File: config.mk
export PLATFORM = sky130hd
export DESIGN_NAME = dual_countdown_timer
export DESIGN_NICKNAME = d
export VERILOG_FILES = /design/src/rtl/dtmr_pkg.sv /design/src/rtl/dtmr_prescaler.sv /design/src/rtl/dtmr_channel.sv /design/src/rtl/dtmr_regif.sv /design/src/rtl/dual_countdown_timer.sv
export SDC_FILE = /design/constraint.sdc
export NUM_CORES = 1
export LEC_CHECK = 0
export CORE_ASPECT_RATIO = 1.1
export CORE_MARGIN = 1.5
export CORE_UTILIZATION = 45
export DETAILED_ROUTE_END_ITERATION = 12
export DONT_BUFFER_PORTS = 1
export PLACE_DENSITY = 0.65
export SYNTH_ARGS = -nofsm -noshare
export SYNTH_HDL_FRONTEND = slang
export SYNTH_HIERARCHICAL = 1
export SYNTH_SLANG_ARGS = --single-unit
File: constraint.sdc
create_clock -name clk -period 4.5 [get_ports clk]
set_input_delay 0.225 -clock clk [delete_from_list [all_inputs] [get_ports clk]]
set_output_delay 0.225 -clock clk [all_outputs]
set_load 0.01 [all_outputs]
File: src/rtl/dtmr_pkg.sv
package dtmr_pkg;

    localparam int DATA_W    = 32;
    localparam int PRESC_W   = 8;
    localparam int SEL_LSB   = 2;
    localparam int SEL_W     = 3;
    localparam int CH_LSB    = SEL_LSB + SEL_W;

    typedef enum logic [SEL_W-1:0] {
        SEL_START   = 3'd0,
        SEL_COUNT   = 3'd1,
        SEL_CTRL    = 3'd2,
        SEL_CLEAR   = 3'd3,
        SEL_RAW     = 3'd4,
        SEL_GATED   = 3'd5,
        SEL_RELOAD  = 3'd6
    } reg_sel_e;

    typedef struct packed {
        logic       run;
        logic       periodic;
        logic       int_en;
        logic [1:0] divider;
        logic       wide;
        logic       oneshot;
    } ctrl_t;

    typedef struct packed {
        logic start;
        logic ctrl;
        logic clear;
        logic reload;
    } chan_wr_t;

    function automatic ctrl_t ctrl_decode(input logic [DATA_W-1:0] w);
        ctrl_t c;
        c.run      = w[7];
        c.periodic = w[6];
        c.int_en   = w[5];
        c.divider  = w[3:2];
        c.wide     = w[1];
        c.oneshot  = w[0];
        return c;
    endfunction

    function automatic logic [DATA_W-1:0] ctrl_encode(input ctrl_t c);
        return {{(DATA_W-8){1'b0}}, c.run, c.periodic, c.int_en, 1'b0,
                c.divider, c.wide, c.oneshot};
    endfunction

    function automatic logic [PRESC_W-1:0] presc_limit(input logic [1:0] code);
        case (code)
            2'd0:    return PRESC_W'(0);
            2'd1:    return PRESC_W'(15);
            default: return PRESC_W'(255);
        endcase
    endfunction

    function automatic logic [DATA_W-1:0] width_mask(input logic wide);
        return wide ? {DATA_W{1'b1}} : {{(DATA_W-16){1'b0}}, 16'hFFFF};
    endfunction

endpackage

File: src/rtl/dtmr_prescaler.sv
module dtmr_prescaler
    import dtmr_pkg::*;
#(
    parameter int CNT_W = PRESC_W
) (
    input  logic             clk,
    input  logic             rst,
    input  logic             run,
    input  logic             restart,
    input  logic [CNT_W-1:0] limit,
    output logic             tick
);

    logic [CNT_W-1:0] phase_q;
    logic             at_limit;

    assign at_limit = (phase_q == limit);
    assign tick     = run && !restart && at_limit;

    always_ff @(posedge clk) begin
        if (rst || !run || restart || at_limit) begin
            phase_q <= '0;
        end else begin
            phase_q <= phase_q + 1'b1;
        end
    end

endmodule

File: src/rtl/dtmr_channel.sv
module dtmr_channel
    import dtmr_pkg::*;
(
    input  logic              clk,
    input  logic              rst,
    input  chan_wr_t          wr,
    input  logic [DATA_W-1:0] wdata,
    output ctrl_t             ctrl,
    output logic [DATA_W-1:0] count_view,
    output logic [DATA_W-1:0] reload_view,
    output logic              raw,
    output logic              gated
);

    ctrl_t             ctrl_q;
    logic [DATA_W-1:0] count_q;
    logic [DATA_W-1:0] reload_q;
    logic [DATA_W-1:0] count_n;
    logic [DATA_W-1:0] mask;
    logic [DATA_W-1:0] cur;
    logic              raw_q;
    logic              tick;
    logic              hit_zero;

    dtmr_prescaler #(.CNT_W(PRESC_W)) u_presc (
        .clk     (clk),
        .rst     (rst),
        .run     (ctrl_q.run),
        .restart (wr.start),
        .limit   (presc_limit(ctrl_q.divider)),
        .tick    (tick)
    );

    always_comb begin
        mask     = width_mask(ctrl_q.wide);
        cur      = count_q & mask;
        count_n  = count_q;
        hit_zero = 1'b0;
        if (wr.start) begin
            count_n = wdata;
        end else if (tick) begin
            if (cur == '0) begin
                if (ctrl_q.oneshot) begin
                    count_n = cur;
                end else if (ctrl_q.periodic) begin
                    count_n = reload_q;
                end else begin
                    count_n = mask;
                end
            end else begin
                count_n  = cur - 1'b1;
                hit_zero = (cur == DATA_W'(1));
            end
        end
    end

    always_ff @(posedge clk) begin
        if (rst) begin
            ctrl_q   <= '0;
            count_q  <= '1;
            reload_q <= '0;
            raw_q    <= 1'b0;
        end else begin
            if (wr.ctrl) begin
                ctrl_q <= ctrl_decode(wdata);
            end
            if (wr.start || wr.reload) begin
                reload_q <= wdata;
            end
            count_q <= count_n;
            if (hit_zero) begin
                raw_q <= 1'b1;
            end else if (wr.clear) begin
                raw_q <= 1'b0;
            end
        end
    end

    assign ctrl        = ctrl_q;
    assign count_view  = count_q & mask;
    assign reload_view = reload_q;
    assign raw         = raw_q;
    assign gated       = raw_q & ctrl_q.int_en;

endmodule

File: src/rtl/dtmr_regif.sv
module dtmr_regif
    import dtmr_pkg::*;
#(
    parameter int NUM_CH = 2,
    parameter int CH_W   = $clog2(NUM_CH),
    parameter int ADDR_W = CH_LSB + CH_W
) (
    input  logic              psel,
    input  logic              penable,
    input  logic              pwrite,
    input  logic [ADDR_W-1:0] paddr,
    output chan_wr_t          wr        [NUM_CH],
    input  ctrl_t             ch_ctrl   [NUM_CH],
    input  logic [DATA_W-1:0] ch_count  [NUM_CH],
    input  logic [DATA_W-1:0] ch_reload [NUM_CH],
    input  logic [NUM_CH-1:0] ch_raw,
    input  logic [NUM_CH-1:0] ch_gated,
    output logic [DATA_W-1:0] prdata
);

    logic            access_wr;
    logic [CH_W-1:0] ch_idx;
    reg_sel_e        sel;
    logic            unused_addr_lsb;

    assign access_wr       = psel && penable && pwrite;
    assign ch_idx          = paddr[ADDR_W-1:CH_LSB];
    assign sel             = reg_sel_e'(paddr[CH_LSB-1:SEL_LSB]);
    assign unused_addr_lsb = ^paddr[SEL_LSB-1:0];

    for (genvar i = 0; i < NUM_CH; i++) begin : g_dec
        logic hit;
        assign hit             = access_wr && (ch_idx == CH_W'(i));
        assign wr[i].start     = hit && (sel == SEL_START);
        assign wr[i].ctrl      = hit && (sel == SEL_CTRL);
        assign wr[i].clear     = hit && (sel == SEL_CLEAR);
        assign wr[i].reload    = hit && (sel == SEL_RELOAD);
    end

    always_comb begin
        prdata = '0;
        if (psel && !pwrite) begin
            for (int i = 0; i < NUM_CH; i++) begin
                if (ch_idx == CH_W'(i)) begin
                    case (sel)
                        SEL_START:  prdata = ch_reload[i];
                        SEL_COUNT:  prdata = ch_count[i];
                        SEL_CTRL:   prdata = ctrl_encode(ch_ctrl[i]);
                        SEL_RAW:    prdata = {{(DATA_W-1){1'b0}}, ch_raw[i]};
                        SEL_GATED:  prdata = {{(DATA_W-1){1'b0}}, ch_gated[i]};
                        SEL_RELOAD: prdata = ch_reload[i];
                        default:    prdata = '0;
                    endcase
                end
            end
        end
    end

endmodule

File: src/rtl/dual_countdown_timer.sv
module dual_countdown_timer
    import dtmr_pkg::*;
#(
    parameter int NUM_CH = 2,
    parameter int ADDR_W = CH_LSB + $clog2(NUM_CH)
) (
    input  logic              clk,
    input  logic              rst,
    input  logic              psel,
    input  logic              penable,
    input  logic              pwrite,
    input  logic [ADDR_W-1:0] paddr,
    input  logic [DATA_W-1:0] pwdata,
    output logic [DATA_W-1:0] prdata,
    output logic [NUM_CH-1:0] irq,
    output logic              irq_any
);

    localparam int CH_W = $clog2(NUM_CH);

    chan_wr_t          ch_wr     [NUM_CH];
    ctrl_t             ch_ctrl   [NUM_CH];
    logic [DATA_W-1:0] ch_count  [NUM_CH];
    logic [DATA_W-1:0] ch_reload [NUM_CH];
    logic [NUM_CH-1:0] ch_raw;
    logic [NUM_CH-1:0] ch_gated;

    dtmr_regif #(.NUM_CH(NUM_CH), .CH_W(CH_W), .ADDR_W(ADDR_W)) u_regif (
        .psel      (psel),
        .penable   (penable),
        .pwrite    (pwrite),
        .paddr     (paddr),
        .wr        (ch_wr),
        .ch_ctrl   (ch_ctrl),
        .ch_count  (ch_count),
        .ch_reload (ch_reload),
        .ch_raw    (ch_raw),
        .ch_gated  (ch_gated),
        .prdata    (prdata)
    );

    for (genvar i = 0; i < NUM_CH; i++) begin : g_ch
        dtmr_channel u_chan (
            .clk         (clk),
            .rst         (rst),
            .wr          (ch_wr[i]),
            .wdata       (pwdata),
            .ctrl        (ch_ctrl[i]),
            .count_view  (ch_count[i]),
            .reload_view (ch_reload[i]),
            .raw         (ch_raw[i]),
            .gated       (ch_gated[i])
        );
    end

    assign irq     = ch_gated;
    assign irq_any = |ch_gated;

endmodule

Word-level counts from Yosys, hierarchy flattened
Cells that the tools add are included.
{"block": "op_classes", "reduce_logical": 41, "add_sub_neg": 4, "bitwise": 5, "muxes": 28, "n_eq_ne": 12}
{"operator": "$mux 32", "n": 14}
{"operator": "$pmux 32 s5", "n": 2}
{"operator": "$and 32x32->32", "n": 2}
{"operator": "$eq 32x1->1 const B", "n": 2}
{"operator": "$logic_not 32->1", "n": 2}
{"operator": "$sub 32x1->32 const B", "n": 2}
{"operator": "$pmux 8 s2", "n": 2}
{"operator": "$logic_and 1x1->1", "n": 17}
{"operator": "$add 8x1->8 const B", "n": 2}
{"operator": "$eq 8x8->1", "n": 2}
{"operator": "$mux 1", "n": 10}
{"operator": "$eq 3x3->1 const B", "n": 3}
{"operator": "$logic_or 1x1->1", "n": 8}
{"operator": "$reduce_bool 2->1", "n": 4}
{"operator": "$eq 3x2->1 const B", "n": 2}
{"operator": "$logic_not 1->1", "n": 5}
{"operator": "$eq 2x1->1 const B", "n": 2}
{"operator": "$logic_not 2->1", "n": 2}
{"operator": "$reduce_or 2->1", "n": 2}
{"operator": "$eq 3x1->1 const B", "n": 1}
{"operator": "$logic_not 3->1", "n": 1}
{"operator": "$and 1x1->1", "n": 2}
{"operator": "$not 1->1", "n": 1}
{"block": "totals", "register_bits": 160}

Logic depth before layout (Yosys ltp)
{"block": "logic_depth", "ltp_word": 10, "mapped_depth": 11, "ltp_nobuf": 9}

Hierarchy
Netlist, hierarchy kept.
{"mod": "dtmr_channel", "area_each_um2": 4460.5, "instances": 2, "seq_area_each_um2": 1441.4, "cells_per_inst": 632}
{"mod": "dtmr_regif", "area_each_um2": 1903.1, "instances": 1, "seq_area_each_um2": 0.0, "cells_per_inst": 261}
{"mod": "dtmr_prescaler", "area_each_um2": 480.5, "instances": 2, "seq_area_each_um2": 160.2, "cells_per_inst": 46}
{"mod": "dual_countdown_timer", "area_each_um2": 6.3, "instances": 1, "seq_area_each_um2": 0.0, "cells_per_inst": 1}

Least setup slack after synthesis
Ideal clock, no wire load.
{"block": "synth_timing", "path_type": "register to register", "from": "register g_ch[0].u_chan.ctrl_q (netlist bit g_ch[0].u_chan/ctrl[2])", "to": "register g_ch[0].u_chan.raw_q", "required_time_ns": 4.430, "stages_incl_launch_ff": 10, "slack_ns": 1.940, "setup_time_ns": 0.070, "arrival_time_ns": 2.490, "cell_sequence": "dfxtp_1 or2_2 xor2_1 nor4_4 and4b_1 nand2_1 nor3_1 nand4b_1 or4_1 a21oi_1"}
{"block": "synth_via", "elab_chain_cells": 7, "elab_cells_between_ends": 9, "classes_between": "eq/ne: 2; mux: 4; reduce/logical: 3"}
{"item": "start, declared", "line": "dtmr_channel.sv:15", "rtl": "ctrl_t ctrl_q;"}
{"item": "start signal, assigned", "line": "dtmr_channel.sv:65", "rtl": "ctrl_q <= ctrl_decode(wdata);"}
{"item": "$eq 2x1->1 or $logic_not 2->1 (tied branches)", "line": "dtmr_pkg.sv:52", "rtl": "case (code)"}
{"item": "$pmux 8 s2 (*)", "line": "dtmr_pkg.sv:52"}
{"item": "$eq 8x8->1 (*)", "line": "dtmr_prescaler.sv:17", "rtl": "assign at_limit = (phase_q == limit);"}
{"item": "$logic_and 1x1->1 (*)", "line": "dtmr_prescaler.sv:18", "rtl": "assign tick = run && !restart && at_limit;"}
{"item": "net g_ch[0].u_chan.tick", "line": "dtmr_channel.sv:22", "rtl": "logic tick;"}
{"item": "$mux 1 (*)", "line": "dtmr_channel.sv:41", "rtl": "end else if (tick) begin"}
{"item": "$mux 1 (*)", "line": "dtmr_channel.sv:39", "rtl": "if (wr.start) begin"}
{"item": "$mux 1 or $reduce_bool 2->1 (tied branches)"}
{"item": "end signal, assigned", "line": "dtmr_channel.sv:62", "rtl": "raw_q <= 1'b0;"}
{"item": "end signal, assigned", "line": "dtmr_channel.sv:72", "rtl": "raw_q <= 1'b1;"}
{"item": "end signal, assigned", "line": "dtmr_channel.sv:74", "rtl": "raw_q <= 1'b0;"}
{"item": "end, declared", "line": "dtmr_channel.sv:21", "rtl": "logic raw_q;"}
The timed path passes the listed nets; every way through them passes the cells marked *.
A chain may end at the register's enable or synchronous reset.

Final worst setup path
{"block": "layout_timing", "from": "register g_ch[1].u_chan.ctrl_q (netlist bit g_ch[1].u_chan/ctrl[3])", "to": "register g_ch[1].u_chan.raw_q"}
{"block": "layout_via", "elab_chain_cells": 7, "elab_cells_between_ends": 9, "classes_between": "eq/ne: 2; mux: 4; reduce/logical: 3"}
{"item": "start, declared", "line": "dtmr_channel.sv:15"}
{"item": "start signal, assigned", "line": "dtmr_channel.sv:65"}
{"item": "$eq 2x1->1 or $logic_not 2->1 (tied branches)", "line": "dtmr_pkg.sv:52"}
{"item": "$pmux 8 s2 (*)", "line": "dtmr_pkg.sv:52"}
{"item": "$eq 8x8->1 (*)", "line": "dtmr_prescaler.sv:17"}
{"item": "$logic_and 1x1->1 (*)", "line": "dtmr_prescaler.sv:18"}
{"item": "net g_ch[1].u_chan.tick", "line": "dtmr_channel.sv:22"}
{"item": "$mux 1 (*)", "line": "dtmr_channel.sv:41"}
{"item": "$mux 1 (*)", "line": "dtmr_channel.sv:39"}
{"item": "$mux 1 or $reduce_bool 2->1 (tied branches)"}
{"item": "end signal, assigned", "line": "dtmr_channel.sv:62"}
{"item": "end signal, assigned", "line": "dtmr_channel.sv:72"}
{"item": "end signal, assigned", "line": "dtmr_channel.sv:74"}
{"item": "end, declared", "line": "dtmr_channel.sv:21"}
Marks and branches as above.

==> metrics <==
Critical Path Source Type=register; Slew Limit Fails=0; Worst Skew=0.00975 ns; number of flops mapped to enable cells by yosys=0; synthesized instance count=1618; Synth Area per Inst=7.29 µm²; Die Area=27200 µm²; port bufs=0; Clock Tree Buf Depth=2; cells along the critical path=or2_2, xor2_1, nor4_4, and4b_1, nand2_1, nor3_1, nand4b_1, or4_1, a21oi_1; Max IR drop VDD=0.174 mV; period utilization=82.1%; Top FF cell, synth=dfxtp_1; Warnings, synthesis=6; share of layout cells above drive strength 1=8.99%; total setup buffers inserted after CTS=0; Final Hold Viols=0; most frequent cells in the layout=nand2_1 (238), a21oi_1 (175), dfxtp_1 (160); critical path fanouts, max=16; Worst Path Required=4.87 ns; status=finished, final reports clean; Largest stage delay, worst path=0.78 ns; CP Depth=9; critical path's top delay family=simple AND/OR/NAND/NOR gates; residual DRC count=0; Routed WL per cell=22.6 µm; first-pass GRT wire length=66000 µm; Core Box Area=25500 µm²; Clock Sinks=160; drt via density=6.54; FF+latch count, synth=160; Synth async-reset ratio=0%; syn_nets=1667; antenna violations before repair=4; gpl congestion=0.953; DRT Pass-1 Iters=6; Worst EP arrival=4.06 ns; setup tns final=0 ns; fin util=49.4%; remaining antenna violation count=0; sequential area share after synthesis=27.2%; gr ovfl total=0; initial core utilization=46.3%; slew margin rel.=35.6%; clk slew on worst S/H paths=0.07 ns; Setup crit end kind=register; Critical Path Slowest Stage Cell=and4b_1; CTS Buf Count=17; Worst Hold Class=in2reg; die width=157 µm; highest clock rate=271 MHz; vias in the first global route=11.2k; Iteration-0 DRC Markers=1371; Netlist cell types=75; Max-cap violations=0; clock root cell=clkbuf_16; worst skew pair latency=0.44 ns; R2R depth=9; Worst Hold Path Cells=2; min cycle time layout=3.69 ns; CTS tree=done; DRT Wirelength=42700 µm; DIE HEIGHT=173 µm; row count=61; synthesized area=11800 µm²; GRT Total Usage=31.2%; # nets final=1582; WS Path Type=reg2reg; Buf/Inv on CP=0; area added between synthesis and finish=6.87%; Slew @ Worst Pin=0.961 ns; final setup fails=0; largest net degree at the start of global routing=113; commonest non-fill, non-tap cell in the layout=nand2_1; post_cts resized=0; RSZ-0062 raised after global routing=no; hpwl dp=27400 µm; P_leak=4.28 nW; pwr dens=258 nW/µm²; Vias=12.4k; # H-tree levels=4; Hold Buf Count CTS=35; I/O Pins=78
## stage by stage
stage | total power, mW | cell area (µm²) | hold slack (ns) | std cells | setup WS (ns)
floorplan | 1.68 | 11800 | 0.348 | 1618 | 1.94
finish | 3.25 | 12600 | 0.0103 | 1893 | 0.806
CTS | 3.25 | 12600 | 0.000927 | 1891 | 0.894
global placement | 1.68 | 11600 | 0.302 | 1824 | 0.955
detailed placement | 1.69 | 11600 | 0.303 | 1824 | 0.940
global route | 3.35 | 12600 | 0.000383 | 1893 | 0.686
## worst register-to-register path: stages (launching register included)
cell and delay (ns):
dfxtp_1 0.41, or2_2 0.38, xor2_1 0.19, nor4_4 0.56, and4b_1 0.78, nand2_1 0.41, nor3_1 0.22, nand4b_1 0.11
or4_1 0.42, a21oi_1 0.14
## synthesized netlist by cell type (all sizes together) (10+ instances only)
cell type  instances  area share [%]
nand2            238             7.6
a21oi            176             7.6
dfxtp            160              27
nor2             117             3.9
clkbuf           104             3.3
o21ai             99             4.2
buf               70             4.1
nor3              69             3.3
a211oi            68             4.3
inv               46             1.5
a221oi            42             3.3
mux2i             41             3.5
nor2b             34             1.8
xor2              32             2.4
nand3             30             1.4
a31oi             26             1.4
mux2              26             2.5
nor4              22             1.7
or4               18             1.3
xnor2             18             1.3
or3               14            0.74
and2              12            0.64
a22o              11            0.82
o31ai             10            0.64
## logic make-up after synthesis
kind of cell               count (synthesis)  synth area share (%)
xor gates and xnor gates                  50                  3.71
DFF                                      160                  27.2
and+or+nand+nor                          590                  24.5
muxes                                     67                  5.96
adders and majority gates                  6                 0.637
buffers and inverters                    222                  8.97
AOI/OAI and AO/OA                        523                  29.1
## flip-flops by register name, summed over array words and instances (netlist names)
register                     count
g_ch.u_chan/u_presc/phase_q     16
g_ch.u_chan/raw                  2
g_ch.u_chan/reload_view         64
g_ch.u_chan/ctrl                14
g_ch.u_chan/count_q             64
## routing by layer
metal / up-vias / global-route usage [%] / wire length, µm
met5: - / 0 / 0
met4: 0 / 14.3 / 1910
met3: 121 / 7.37 / 4620
met2: 714 / 47.0 / 19000
met1: 5836 / 42.0 / 17200
li1: 5714 / - / -
## final cells by class
| class | count | area [µm²] |
|---|---|---|
| Fill cell | 2544 | 12900 |
| Multi-Input combinational cell | 1236 | 7550 |
| Sequential cell | 160 | 3200 |
| Timing Repair Buffer | 70 | 633 |
| Clock buffer | 19 | 433 |
| Tap cell | 346 | 433 |
| Inverter | 48 | 180 |
| Clock inverter | 13 | 165 |
| Antenna cell | 1 | 2.50 |
## report_power, final
group / internal (mW) / total [mW] / leakage [nW] / switching, mW
Combinational: 0.101 / 0.269 / 2.71 / 0.168
Clock: 0.874 / 1.52 / 0.279 / 0.643
Sequential: 1.44 / 1.47 / 1.29 / 0.0308
## final timing paths
path	endpoint	startpoint	slack, ns
setup / recovery	g_ch[1].u_chan/raw	g_ch[1].u_chan/ctrl[3]	0.81
hold / removal	g_ch[1].u_chan/count_q[27]	pwdata[27]	0.01
setup reg to reg	g_ch[1].u_chan/raw	g_ch[1].u_chan/ctrl[3]	0.81
hold reg to reg	g_ch[0].u_chan/reload_view[1]	g_ch[0].u_chan/reload_view[1]	0.47
No activity file was read; power rests on OpenSTA's default activity.
